$ cat config.mk
export PLATFORM = sky130hd
export DESIGN_NAME = pwr_gate_seq
export DESIGN_NICKNAME = d
export VERILOG_FILES = /design/src/rtl/pwr_gate_seq.sv
export SDC_FILE = /design/constraint.sdc
export NUM_CORES = 1
export LEC_CHECK = 0
export CAP_MARGIN = 20
export CORE_ASPECT_RATIO = 1.75
export CORE_MARGIN = 2
export CORE_UTILIZATION = 40
export CTS_CLUSTER_DIAMETER = 60
export DETAILED_ROUTE_END_ITERATION = 10
export DONT_BUFFER_PORTS = 1
export SYNTH_ARGS = -nofsm -noshare
export SYNTH_HDL_FRONTEND = slang
export SYNTH_SLANG_ARGS = --single-unit
$ cat constraint.sdc
create_clock -name pclk -period 3.4 [get_ports pclk]
set_input_delay 0.17 -clock pclk [delete_from_list [all_inputs] [get_ports pclk]]
set_output_delay 0.17 -clock pclk [all_outputs]
set_load 0.05 [all_outputs]
$ cat src/rtl/pwr_gate_seq.sv
module pwr_gate_seq #(
  parameter int NUM_DOM    = 4,
  parameter int SLOT_BASE  = 16,
  parameter int PAIR_DOM   = 2,
  parameter int ISO_CYC    = 2,
  parameter int SW_CYC     = 3,
  parameter int SETTLE_CYC = 4
) (
  input  logic               pclk,
  input  logic               presetn,
  input  logic               psel,
  input  logic               penable,
  input  logic               pwrite,
  input  logic [11:0]        paddr,
  input  logic [31:0]        pwdata,
  output logic [31:0]        prdata,
  input  logic [NUM_DOM-1:0] bridge_ack_n_i,
  output logic [NUM_DOM-1:0] bridge_req_n_o,
  output logic [NUM_DOM-1:0] pwr_en_o,
  output logic [NUM_DOM-1:0] iso_o
);

  localparam int NSLOT = NUM_DOM + 1;
  localparam int TOTAL = ISO_CYC + SW_CYC + SETTLE_CYC;
  localparam int CW    = $clog2(TOTAL + 1);
  localparam logic [11:0] A_OWN = 12'h0EC;
  localparam logic [11:0] A_ON  = 12'h0F8;
  localparam logic [11:0] A_OFF = 12'h104;
  localparam logic [11:0] A_HSK = 12'h1FC;

  logic               wr, hsk_wr, slot_area;
  logic [4:0]         slot_idx;
  logic [5:0]         slot_off;
  logic [NUM_DOM-1:0] own_q, req_up, req_dn, en_ok, hsk_q;
  logic [NSLOT-1:0]   en_q, slot_dark;
  logic               unused_bits;

  assign wr        = psel & penable & pwrite;
  assign hsk_wr    = wr && (paddr == A_HSK);
  assign slot_area = paddr[11];
  assign slot_idx  = paddr[10:6];
  assign slot_off  = paddr[5:0];
  assign unused_bits = ^pwdata[31:NUM_DOM];
  assign bridge_req_n_o = hsk_q;

  always_ff @(posedge pclk) begin
    if (!presetn) begin
      own_q <= '0;
      hsk_q <= '1;
      en_q  <= '0;
    end else begin
      if (wr && paddr == A_OWN) own_q <= pwdata[NUM_DOM-1:0];
      if (hsk_wr)               hsk_q <= pwdata[NUM_DOM-1:0];
      for (int i = 0; i < NSLOT; i++)
        if (wr && slot_area && slot_idx == 5'(SLOT_BASE + i) && slot_off == 6'h00)
          en_q[i] <= pwdata[0];
    end
  end

  for (genvar d = 0; d < NUM_DOM; d++) begin : g_dom
    logic [CW-1:0] cnt;
    logic          busy;

    if (d == PAIR_DOM) begin : g_pair
      assign en_ok[d] = en_q[d] & en_q[NUM_DOM];
    end else begin : g_single
      assign en_ok[d] = en_q[d];
    end

    assign busy = req_up[d] | req_dn[d];

    always_ff @(posedge pclk) begin
      if (!presetn) begin
        req_up[d]   <= 1'b0;
        req_dn[d]   <= 1'b0;
        pwr_en_o[d] <= 1'b1;
        iso_o[d]    <= 1'b0;
        cnt         <= '0;
      end else if (busy) begin
        cnt <= cnt + 1'b1;
        if (req_dn[d] && cnt == CW'(ISO_CYC - 1)) pwr_en_o[d] <= 1'b0;
        if (cnt == CW'(TOTAL - 1)) begin
          if (req_up[d]) iso_o[d] <= 1'b0;
          req_up[d] <= 1'b0;
          req_dn[d] <= 1'b0;
          cnt       <= '0;
        end
      end else if (wr && paddr == A_ON && pwdata[d] && own_q[d]) begin
        req_up[d]   <= 1'b1;
        pwr_en_o[d] <= 1'b1;
        cnt         <= '0;
      end else if (wr && paddr == A_OFF && pwdata[d] && own_q[d] && en_ok[d]) begin
        req_dn[d] <= 1'b1;
        iso_o[d]  <= 1'b1;
        cnt       <= '0;
      end
    end
  end

  for (genvar s = 0; s < NSLOT; s++) begin : g_slot
    assign slot_dark[s] = ~pwr_en_o[(s < NUM_DOM) ? s : PAIR_DOM];
  end

  always_comb begin
    prdata = '0;
    case (paddr)
      A_OWN: prdata[NUM_DOM-1:0] = own_q;
      A_ON:  prdata[NUM_DOM-1:0] = req_up;
      A_OFF: prdata[NUM_DOM-1:0] = req_dn;
      A_HSK: begin
        prdata[NUM_DOM-1:0]  = hsk_q;
        prdata[23+:NUM_DOM]  = bridge_ack_n_i;
      end
      default: begin
        if (slot_area)
          for (int i = 0; i < NSLOT; i++)
            if (slot_idx == 5'(SLOT_BASE + i)) begin
              if (slot_off == 6'h00)      prdata[0] = en_q[i];
              else if (slot_off == 6'h0C) prdata[0] = slot_dark[i];
            end
      end
    endcase
  end

endmodule

# Word-level counts from Yosys, hierarchy flattened
# Index checks and enable logic that the tools add are counted.
# word_totals
regBits	45
input_bits	53
out_inout_bits	44
wordCells	226
# op_classes
n_addsub	4
eq_ne	34
muxes	81
bitwise_logic	11
n_reduce_logical	69
# ops
op	n
4-bit 2-to-1 mux	17
1-bit 2-to-1 mux	62
1-bit logical AND	39
5-bit == test, second input constant	5
12-bit by 8-bit == test with 1-bit output, second input constant	2
12-bit by 9-bit == test with 1-bit output, second input constant	2
4-bit by 1-bit adder with 4-bit output, second input constant	4
4-bit by 1-bit == test with 1-bit output, second input constant	4
4-bit == test, second input constant	4
2-bit by 1-bit inequality test with 1-bit output, second input constant	8
2-bit inequality test, second input constant	8
2-bit AND reduction	8
4-bit AND reduction	4
2-bit nonzero test	8
3-bit case mux with 4 select lines	1
3-bit AND reduction	4
3-bit nonzero test	4
6-bit by 4-bit == test with 1-bit output, second input constant	1
6-bit logical NOT	1
1-bit NOT	4
1-bit OR	4
1-bit case mux with 4 select lines	1
4-bit OR reduction	1
1-bit AND	3

# Longest topological paths before layout
# Gate-level depths: netlist of run 1.
# depth
ltp_word	20
ltp_mapped	7
mapped_depth_nobuf	7

# Least setup slack after synthesis of run 1
# No wires, ideal clock.
# synth_path
kind	input-to-output
from	input paddr[9]
to	output prdata[1]
arrival_ns	2.249
required_ns	3.230
slack_ns	0.981
stages	3
n_path_buf	0
cell_sequence	or4b_4 or3_4 o21ai_0
# synth_via
elab_chain_cells	2
elab_cells_between_ends	5
classes_between	eq/ne (4); mux (1)
# synth_rtl
item	line_no	text
from (decl)	14	input logic [11:0] paddr,
12-bit by 9-bit == test with 1-bit output / 12-bit by 8-bit == test with 1-bit output (equally long branches)	106	case (paddr)
3-bit case mux with 4 select lines (*)	106	
to (decl)	16	output logic [31:0] prdata,
# Mark *: on every way between the ends. The rest lies on a longest branch, timed or not.

# Worst setup path in the final report of run 1
# layout_path
from	input paddr[11]
to	output prdata[2]
# The elaborated chain is that of the path after synthesis.

==> summary.md, run 1 <==
| Metric | Value |
|---|---|
| Cell-by-cell listing of the critical path | `or4b_2 -> nor3_2 -> a22oi_1 -> o21ai_1` |
| Synth Area per Inst | `8.35 sq um` |
| Fraction of registers with async set or reset after synthesis | `0%` |
| Top cell family by delay on the critical path | `simple AND/OR/NAND/NOR gates` |
| Count of clock tree sinks | `45` |
| Number of gates resized after CTS | `0` |
| Final period utilization | `68.0%` |
| Crit start category | `input port` |
| Worst Skew | `0.00489 ns` |
| Category of the critical setup timing path | `input port to output port` |
| Num CTS Buffers | `5` |
| Primary flip-flop cell chosen by synthesis mapping | `sky130_fd_sc_hd__dfxtp_1` |
| Number of flip-flops and latches in the synthesized netlist | `45` |
| Portion of synthesized cell area occupied by the leading cell type | `32.4%` |
| Antenna fix cells | `0` |
| Final setup violation count | `0` |
| Count of different cell masters after synthesis | `49` |
| Worst min-delay path class | `input port to flop` |
| Via count | `2362` |
| Arrival time worst endpoint | `2.14 ns` |
| Warning count from the yosys run | `0` |
| Critical path required time | `3.23 ns` |
| Power, Total | `1.12 mW` |
| Cell with the most instances after synthesis | `sky130_fd_sc_hd__dfxtp_1` |
| Pre-Repair DR Iteration Count | `4` |
| Number of global-route vias before repair | `2248` |
| Final Wtd Congestion | `0.908` |
| Number of antenna violations at the first check in global routing | `0` |
| Clock slew at the register clock pins of the worst setup and hold paths | `0.06 ns` |
| Chip width | `67.0 um` |
| Vertical die dimension | `114 um` |
| Sum Neg Setup Slack | `0 ns` |
| Routed WL | `6890 um` |
| Run status | `finished, final reports clean` |
| Bufs on Longest Clock Path | `2` |
| Nets | `398` |
| Count of routing violations after the opening detailed-route iteration | `136` |
| Max transition margin | `33.3%` |
| DRC violation count after routing | `0` |
| Clock latency at the later pin of the worst-skew pair | `0.29 ns` |
| Area post-placement | `2760 sq um` |
| Worst supply voltage drop on vdd | `0.250 mV` |
| Layout cells sized above 1 | `5.39%` |
| Static power due to leakage | `0.982 nW` |
| Top post-synthesis cells by count | `sky130_fd_sc_hd__dfxtp_1, sky130_fd_sc_hd__nand2_1, sky130_fd_sc_hd__buf_4, sky130_fd_sc_hd__o21ai_0, sky130_fd_sc_hd__a21boi_0` |
| Wire length of the first global-routing pass | `11300 um` |
| Cell type with the largest total area after synthesis | `sky130_fd_sc_hd__dfxtp_1` |
| Transition at the pin with the smallest max-transition slack | `0.994 ns` |
| Starting density of the core | `40.8%` |
| Post-detailed-route wirelength per cell | `16.5 um` |
| Critical-path maximum fanout | `6` |
| Peak clock frequency supported by timing | `433 MHz` |
| ANT nets after route | `0` |
| Top area cells in the synthesized netlist | `sky130_fd_sc_hd__dfxtp_1, sky130_fd_sc_hd__buf_4, sky130_fd_sc_hd__ha_1, sky130_fd_sc_hd__nand2_1, sky130_fd_sc_hd__a21boi_0` |
| Maximum number of pins on one net before global-route repair | `36` |
| Highest-delay cell along the critical path | `sky130_fd_sc_hd__or4b_2` |
| Max Transition Viols Final | `0` |
| Port Buffers | `0` |
| Final worst-path setup slack | `1.09 ns` |
| Count of buffer and inverter cells on the critical path | `0` |
| Post-detailed-placement half-perimeter wirelength | `5240 um` |
| Die area | `7660 sq um` |
| Overall overflow remaining after global route | `0` |
| Endpoints failing hold | `0` |
| Largest stage delay, worst path | `0.74 ns` |
| Final instance area | `2930 sq um` |
| Count of mapped cells out of synthesis | `333` |
| Max H-tree Level | `2` |
| Floorplan Core Area | `6810 sq um` |
| Number of top-level design ports | `97` |
| Cell Area, Synth | `2780 sq um` |
| Max-cap violation count | `0` |
| Setup WS pre-CTS | `1.09 ns` |
| Part of the Yosys area used for sequential elements | `32.4%` |
| Overall global routing resource usage | `19.6%` |
| Setup slack of the most critical reg-to-reg path | `1.94 ns` |
| Area growth from synthesis to final layout | `5.27%` |
| FILL cells | `744` |
| CTS tree | `built` |
| Nature of the critical path endpoint | `output port` |
| Clock period minus worst slack | `2.31 ns` |
| Number of placement rows | `40` |
| CTS root buf | `sky130_fd_sc_hd__clkbuf_16` |
| Pwr per Cell Area | `382 nW/um^2` |
| Via-per-instance ratio | `5.65` |
| Number of synthesized flops with an enable pin | `0` |
| Setup repair after global routing missed its margin | `no` |
==> power breakdown <==
group	internal, mW	leakage [nW]	switching [mW]	total (mW)
clock network	0.292	0.0768	0.207	0.499
registers	0.527	0.363	0.00000988	0.527
logic	0.0167	0.543	0.0748	0.0914
==> metal layers <==
metal  GRT usage [%]  share of wire [%]  up-vias
li1                -                  -     1168
met1            20.9                 37     1115
met2            34.4                 52       64
met3            4.92                6.2       15
met4            10.1                4.0        0
met5               0                  0        -
==> repair_timing <==
action,CTS,global route
buffers inserted,0,0
endpoints found under the hold margin,8,0
hold buffers,1,0
==> path summary, 6_finish.rpt <==
kind | cells past startpoint | to | start
max | 4 | prdata[2] | paddr[11]
min | 2 | bridge_req_n_o[3]$_SDFFE_PN1P_ | pwdata[3]
max reg2reg | 5 | g_dom[3].cnt[3]$_SDFFE_PN0P_ | req_dn[3]$_SDFFE_PN0P_
min reg2reg | 1 | g_dom[3].cnt[3]$_SDFFE_PN0P_ | g_dom[3].cnt[3]$_SDFFE_PN0P_
==> cells in the final DEF (no fill, tap or decap), types with 9 or more instances in the layout <==
cell                       count
sky130_fd_sc_hd__dfxtp_1      45
sky130_fd_sc_hd__nand2_1      39
sky130_fd_sc_hd__conb_1       24
sky130_fd_sc_hd__o21ai_0      19
sky130_fd_sc_hd__a21boi_0     18
sky130_fd_sc_hd__nor2_1       17
sky130_fd_sc_hd__nand3_1      16
sky130_fd_sc_hd__inv_1        13
sky130_fd_sc_hd__mux2i_1      12
sky130_fd_sc_hd__ha_1         12
sky130_fd_sc_hd__and2_1       11
sky130_fd_sc_hd__nor2b_1       9
==> sequential cells by signal, summed over array words and instances, names as in the netlist <==
register        cells
req_dn              4
pwr_en_o            4
own_q               4
g_dom.cnt          16
en_q                5
req_up              4
bridge_req_n_o      4
iso_o               4
==> cell families (layout without fill, tap and decap cells) <==
| group | after synthesis | after routing | synth area share, % |
|---|---|---|---|
| other cells | 1 | 24 | 0.135 |
| fa+ha+maj | 12 | 12 | 5.40 |
| simple gates | 140 | 140 | 29.1 |
| flops | 45 | 45 | 32.4 |
| mux | 12 | 12 | 4.32 |
| buf+inv | 44 | 22 | 9.23 |
| compound gates | 79 | 79 | 19.4 |
==> per-stage QoR <==
stage,hold WS (ns),cells,utilization (%)
2_1_floorplan,0.298,356,-
3_3_place_gp,0.235,409,40.6
3_5_place_dp,0.239,409,40.6
4_1_cts,0.00635,418,43.0
5_1_grt,0.00492,418,43.0
6_report,0.00945,418,43.0
==> layout make-up <==
cell class / count / area, sq um / share of cell area [%]
multi-input cells: 267 / 1710 / 58.4
flip-flops and latches: 45 / 901 / 30.8
clock buffers: 6 / 139 / 4.75
well taps: 84 / 105 / 3.59
inverters: 13 / 48.8 / 1.67
clock inverters: 2 / 13.8 / 0.470
repair buffers: 1 / 10.0 / 0.342
Power figures use the tool's default switching activity.
==> run 2, diff against run 1 <==
clock period = 2.3 ns   (was 3.4 ns; I/O delays follow)
==> run 2 against run 1 <==
  * First-iteration DRC count fell by 35%
  * Setup slack got worse by 0.94 ns
  * Register-to-register slack got worse by 1.2 ns
  * Hold slack got worse by 0.0064 ns
  * Clock power rose by 63%
  * Clock-buffer cell count fell by 1
  * Global-route usage rose by 0.27 points
  * Final area rose by 6.2%
  * Clock skew fell by 0.0012 ns
  * Combinational power rose by 66%
  * Non-clock buffer count rose by 19
  * Largest power group is now the clock network
==> summary.md, run 2 (synthesis gave the netlist of run 1 again) <==
| Metric | Value |
|---|---|
| Run status | `finished, final reports clean` |
| Nets | `417 (+4.8%)` |
| Layout cells sized above 1 | `9.09% (+3.7 points)` |
| Area post-placement | `2870 sq um (+3.8%)` |
| Max Transition Viols Final | `0 (unchanged)` |
| Post-detailed-placement half-perimeter wirelength | `5430 um (+3.6%)` |
| Number of placement rows | `40 (unchanged)` |
| Vertical die dimension | `114 um (unchanged)` |
| Number of antenna violations at the first check in global routing | `0 (unchanged)` |
| Final instance area | `3110 sq um (+6.2%)` |
| Port Buffers | `0 (unchanged)` |
| Number of buffers added to fix hold violations after cts | `5 (+4)` |
| CTS root buf | `sky130_fd_sc_hd__clkbuf_16` |
| Critical R2R Launch | `bridge_req_n_o[3]$_SDFFE_PN1P_` |
| Die area | `7660 sq um (unchanged)` |
| Antenna fix cells | `0 (unchanged)` |
| Biggest regs | `g_dom.cnt (16), en_q (5)` |
| Pwr per Cell Area | `561 nW/um^2 (+47%)` |
| Beginning of the worst hold path | `pwdata[3]` |
| Max-cap violation count | `0 (unchanged)` |
| Max H-tree Level | `2 (unchanged)` |
| Smallest hold slack | `0.00306 ns (-0.00639 ns)` |
| FILL cells | `730 (-1.9%)` |
| Leading cell type in the layout, fill and taps excluded | `sky130_fd_sc_hd__dfxtp_1` |
| ANT nets after route | `0 (unchanged)` |
| Nature of the critical path endpoint | `flop` |
| Num CTS Buffers | `5 (unchanged)` |
| Count of clock tree sinks | `45 (unchanged)` |
| DRC violation count after routing | `0 (unchanged)` |
| Wire length of the first global-routing pass | `11600 um (+2.2%)` |
| Area growth from synthesis to final layout | `11.8%` |
| Max transition margin | `58.5% (+25 points)` |
| Chip width | `67.0 um (unchanged)` |
| Arrival time worst endpoint | `2.32 ns (+0.18 ns)` |
| Peak clock frequency supported by timing | `466 MHz` |
| Count of buffer and inverter cells on the critical path | `1 (+1)` |
| Biggest register | `g_dom.cnt` |
| Cell count after placement | `423 (+3.4%)` |
| Top cell family by delay on the critical path | `simple AND/OR/NAND/NOR gates` |
| Floorplan Core Area | `6810 sq um (unchanged)` |
| Start point of the critical path | `paddr[9]` |
| Critical-path maximum fanout | `4 (-2)` |
| Static power due to leakage | `1.08 nW (+10%)` |
| Filler-free cell count of the finished design | `436 (+4.3%)` |
| Via-per-instance ratio | `5.54 (-1.9%)` |
| Number of top-level design ports | `97 (unchanged)` |
| Critical path required time | `2.48 ns (-0.75 ns)` |
| Maximum number of pins on one net before global-route repair | `37 (+2.8%)` |
| Final Wtd Congestion | `0.936 (+3.1%)` |
| Bufs on Longest Clock Path | `2 (unchanged)` |
| Starting density of the core | `40.8% (unchanged)` |
| Largest register FFs | `16 (unchanged)` |
| Clock period minus worst slack | `2.15 ns` |
| CTS tree | `built` |
| Sum Neg Setup Slack | `0 ns (unchanged)` |
| Setup repair after global routing missed its margin | `no` |
| Via count | `2416 (+2.3%)` |
| Post-detailed-route wirelength per cell | `16.2 um (-1.9%)` |
| Highest-delay cell along the critical path | `sky130_fd_sc_hd__dlygate4sd3_1` |
| Overall overflow remaining after global route | `0 (unchanged)` |
| Endpoints failing hold | `0 (unchanged)` |
| Number of global-route vias before repair | `2368 (+5.3%)` |
| Final setup violation count | `0 (unchanged)` |
| Core Util, Final | `45.7% (+2.7 points)` |
| Final period utilization | `93.4%` |
| Clock latency at the later pin of the worst-skew pair | `0.29 ns (about the same)` |
| Most frequent cells in the layout | `sky130_fd_sc_hd__dfxtp_1, sky130_fd_sc_hd__nand2_1, sky130_fd_sc_hd__conb_1` |
| Pre-Repair DR Iteration Count | `4 (unchanged)` |
| Overall global routing resource usage | `19.8% (+0.27 points)` |
| Clock slew at the register clock pins of the worst setup and hold paths | `0.06 ns (about the same)` |
| Routed WL | `7060 um (+2.4%)` |
| Post-CTS Setup Inserts | `0 (unchanged)` |
| Largest stage delay, worst path | `0.57 ns (-0.17 ns)` |
| Category of the critical setup timing path | `input port to flop` |
| Worst supply voltage drop on vdd | `0.398 mV (+59%)` |
| Cell-by-cell listing of the critical path | `or4b_4 -> nor4b_1 -> and2_1 -> mux2i_1 -> nand2_1 -> dlygate4sd3_1` |
| Worst min-delay path class | `input port to flop` |
| Count of routing violations after the opening detailed-route iteration | `89 (-35%)` |
| Crit start category | `input port` |
| Transition at the pin with the smallest max-transition slack | `0.623 ns (-0.371 ns)` |
| Worst Skew | `0.00367 ns (-0.00122 ns)` |
| Number of gates resized after CTS | `0 (unchanged)` |
-- run 2: per-layer routing --
| layer | global-route usage [%] | routed length, um |
|---|---|---|
| met1 | 20.5 | 2480 |
| met2 | 35.7 | 3880 |
| met3 | 5.70 | 474 |
| met4 | 8.98 | 221 |
| met5 | 0 | 0 |
-- run 2: final timing paths --
| check | slack [ns] | endpoint | depth (start not counted) |
|---|---|---|---|
| max | 0.15 | bridge_req_n_o[3]$_SDFFE_PN1P_ | 6 |
| min | 0.003 | own_q[3]$_SDFFE_PN0P_ | 2 |
| max reg2reg | 0.79 | bridge_req_n_o[3]$_SDFFE_PN1P_ | 3 |
| min reg2reg | 0.50 | g_dom[3].cnt[3]$_SDFFE_PN0P_ | 1 |
-- run 2: power by group --
part           internal [mW]  total (mW)  switching (mW)
registers              0.779       0.779       0.0000120
clock network          0.510       0.813           0.303
logic                 0.0319       0.152           0.120
total                   1.32        1.74           0.423
-- run 2: per-stage QoR --
stage / setup slack, ns / total power [mW]
after floorplan: -0.00942 / 0.960
after global placement: 0.347 / 0.927
after detailed placement: 0.338 / 0.927
after CTS: 0.106 / 1.76
after global routing: 0.0456 / 1.81
final: 0.153 / 1.74
-- run 2: area by class of cell --
type / count / area [sq um] / share of cell area (%)
Clock buffer: 5 / 125 / 4.03
Clock inverter: 2 / 38.8 / 1.25
Inverter: 13 / 48.8 / 1.57
Multi-Input combinational cell: 267 / 1710 / 55.0
Sequential cell: 45 / 901 / 29.0
Tap cell: 84 / 105 / 3.38
Timing Repair Buffer: 20 / 180 / 5.80
==> run 3, diff against run 2 <==
CORE_UTILIZATION = 52   (was 40)
PLACE_DENSITY = 0.67   (was unset)
==> run 3 against run 2 <==
  * Utilization rose by 12 points
  * Hold slack gained 0.0031 ns
  * Setup slack gained 0.018 ns
  * Clock skew is 0.0066 ns higher
  * Via count is 1.3% higher
  * Critical endpoint is now bridge_req_n_o[0]$_SDFFE_PN1P_
  * Total power fell by 17%
  * Critical path depth unchanged
  * Clock power decreased by 37%
  * Routed wire length down 4.3%
  * Clock-buffer cell count grew 1
  * Highest routed layer unchanged
==> summary.md, run 3 (synthesis gave the netlist of run 1 again) <==
| Metric | Value |
|---|---|
| Beginning of the worst hold path | `pwdata[2]` |
| Cell count after placement | `394 (-6.9%)` |
| Port Buffers | `0 (unchanged)` |
| Number of top-level design ports | `97 (unchanged)` |
| Reg2reg end | `bridge_req_n_o[0]$_SDFFE_PN1P_` |
| Wire length of the first global-routing pass | `11100 um (-4.0%)` |
| Via count | `2448 (+1.3%)` |
| Overall global routing resource usage | `24.3% (+4.5 points)` |
| Clock slew at the register clock pins of the worst setup and hold paths | `0.09 ns (+0.03 ns)` |
| ANT nets after route | `0 (unchanged)` |
| Overall overflow remaining after global route | `0 (unchanged)` |
| Vertical die dimension | `101 um (-12%)` |
| Critical R2R Launch | `bridge_req_n_o[0]$_SDFFE_PN1P_` |
| Pre-Repair DR Iteration Count | `4 (unchanged)` |
| Nature of the critical path endpoint | `flop` |
| Antenna fix cells | `0 (unchanged)` |
| Transition at the pin with the smallest max-transition slack | `0.585 ns (-0.0380 ns)` |
| Die area | `5970 sq um (-22%)` |
| Max Transition Viols Final | `0 (unchanged)` |
| Routed WL | `6760 um (-4.3%)` |
| Starting density of the core | `53.3% (+13 points)` |
| Worst Hold Path EP | `own_q[2]$_SDFFE_PN0P_` |
| Biggest regs | `g_dom.cnt (16), en_q (5)` |
| Nets | `418 (+0.24%)` |
| Final instance area | `3000 sq um (-3.4%)` |
| Number of placement rows | `35 (-13%)` |
| Depth of the most critical reg-to-reg path | `3 (unchanged)` |
| Most frequent cells in the layout | `sky130_fd_sc_hd__dfxtp_1, sky130_fd_sc_hd__nand2_1, sky130_fd_sc_hd__conb_1` |
| Max H-tree Level | `2 (unchanged)` |
| Smallest hold slack | `0.00619 ns (+0.00313 ns)` |
| Chip width | `59.3 um (-12%)` |
| Count of clock tree sinks | `45 (unchanged)` |
| Post-CTS Setup Inserts | `0 (unchanged)` |
| Post-detailed-placement half-perimeter wirelength | `5040 um (-7.1%)` |
| CTS root buf | `sky130_fd_sc_hd__clkbuf_8` |
| Final setup violation count | `0 (unchanged)` |
| Setup slack of the most critical reg-to-reg path | `0.80 ns (about the same)` |
| Num CTS Buffers | `5 (unchanged)` |
| Number of global-route vias before repair | `2320 (-2.0%)` |
| Critical-path maximum fanout | `4 (unchanged)` |
| Power, Total | `1.44 mW (-17%)` |
| Leading cell type in the layout, fill and taps excluded | `sky130_fd_sc_hd__dfxtp_1` |
| Critical path required time | `2.50 ns (+0.02 ns)` |
| Worst Skew | `0.0103 ns (+0.00665 ns)` |
| DRC violation count after routing | `0 (unchanged)` |
| Max transition margin | `61.0% (+2.5 points)` |
| Run status | `finished, final reports clean` |
| CTS tree | `built` |
| Setup WS pre-CTS | `0.325 ns (-0.0127 ns)` |
| Number of antenna violations at the first check in global routing | `0 (unchanged)` |
| Post-detailed-route wirelength per cell | `16.6 um (+2.3%)` |
| Worst supply voltage drop on vdd | `0.362 mV (-9.0%)` |
| Crit start category | `input port` |
| Max-cap violation count | `0 (unchanged)` |
| Largest register FFs | `16 (unchanged)` |
| Floorplan Core Area | `5210 sq um (-23%)` |
| Bufs on Longest Clock Path | `2 (unchanged)` |
| Number of stages on the worst hold path | `2 (unchanged)` |
| Endpoints failing hold | `0 (unchanged)` |
| Category of the critical setup timing path | `input port to flop` |
| Static power due to leakage | `1.04 nW (-3.3%)` |
| Layout cells sized above 1 | `9.07% (-0.026 points)` |
| Peak clock frequency supported by timing | `470 MHz (+0.85%)` |
| Count of routing violations after the opening detailed-route iteration | `72 (-19%)` |
| Start point of the critical path | `paddr[9]` |
| Biggest register | `g_dom.cnt` |
| Area post-placement | `2830 sq um (-1.3%)` |
| Clock latency at the later pin of the worst-skew pair | `0.30 ns (about the same)` |
| Clock period minus worst slack | `2.13 ns (-0.0181 ns)` |
| Pwr per Cell Area | `480 nW/um^2 (-14%)` |
| Final Wtd Congestion | `0.948 (+1.4%)` |
| Maximum number of pins on one net before global-route repair | `38 (+2.7%)` |
| Final worst-path setup slack | `0.171 ns (+0.0181 ns)` |
| Worst min-delay path class | `input port to flop` |
| Sum Neg Setup Slack | `0 ns (unchanged)` |
| Filler-free cell count of the finished design | `408 (-6.4%)` |
| Via-per-instance ratio | `6.00 (+8.3%)` |
| Core Util, Final | `57.6% (+12 points)` |
| Arrival time worst endpoint | `2.32 ns (about the same)` |
| Setup repair after global routing missed its margin | `no` |
| Final period utilization | `92.6% (-0.79 points)` |
| Area growth from synthesis to final layout | `8.01%` |
run 3: power breakdown:
| group | total [mW] | internal, mW | switching [mW] | leakage (nW) |
|---|---|---|---|---|
| registers | 0.778 | 0.778 | 0.0000123 | 0.363 |
| logic | 0.153 | 0.0327 | 0.121 | 0.639 |
| clock network | 0.510 | 0.238 | 0.272 | 0.0433 |
| total | 1.44 | 1.05 | 0.392 | 1.04 |
run 3: timing repair:
item / CTS / global route
hold endpoints to repair: 37 / 0
gates resized for setup: 0 / 0
hold buffers: 7 / 0
run 3: final cells by class:
type | count | area [sq um]
Clock buffer | 6 | 82.6
Clock inverter | 1 | 7.51
Fill cell | 507 | 2210
Inverter | 13 | 48.8
Multi-Input combinational cell | 267 | 1710
Sequential cell | 45 | 901
Tap cell | 55 | 68.8
Timing Repair Buffer | 21 | 185
run 3: how the worst max path moves through the flow:
stage,depth (start not counted),endpoint
final,6,bridge_req_n_o[0]$_SDFFE_PN1P_
after global routing,6,bridge_req_n_o[0]$_SDFFE_PN1P_
after global placement,5,own_q[0]$_SDFFE_PN0P_
after CTS,6,bridge_req_n_o[0]$_SDFFE_PN1P_
after detailed placement,5,g_dom[3].cnt[3]$_SDFFE_PN0P_
after floorplan,3,prdata[1]
run 3: metal layers:
metal | track usage (%) | share of wire, % | vias to the layer above
met5 | 0 | 0 | -
met2 | 44.7 | 55 | 58
met1 | 24.5 | 37 | 1169
met3 | 5.91 | 5.1 | 15
met4 | 11.4 | 2.9 | 0
li1 | - | - | 1206
run 3: critical path: stages:
cell and delay [ns]:
sky130_fd_sc_hd__or4b_4 0.56, sky130_fd_sc_hd__nor4b_1 0.44, sky130_fd_sc_hd__and2_1 0.37, sky130_fd_sc_hd__mux2i_1 0.22
sky130_fd_sc_hd__nand2_1 0.07, sky130_fd_sc_hd__dlygate4sd3_1 0.55
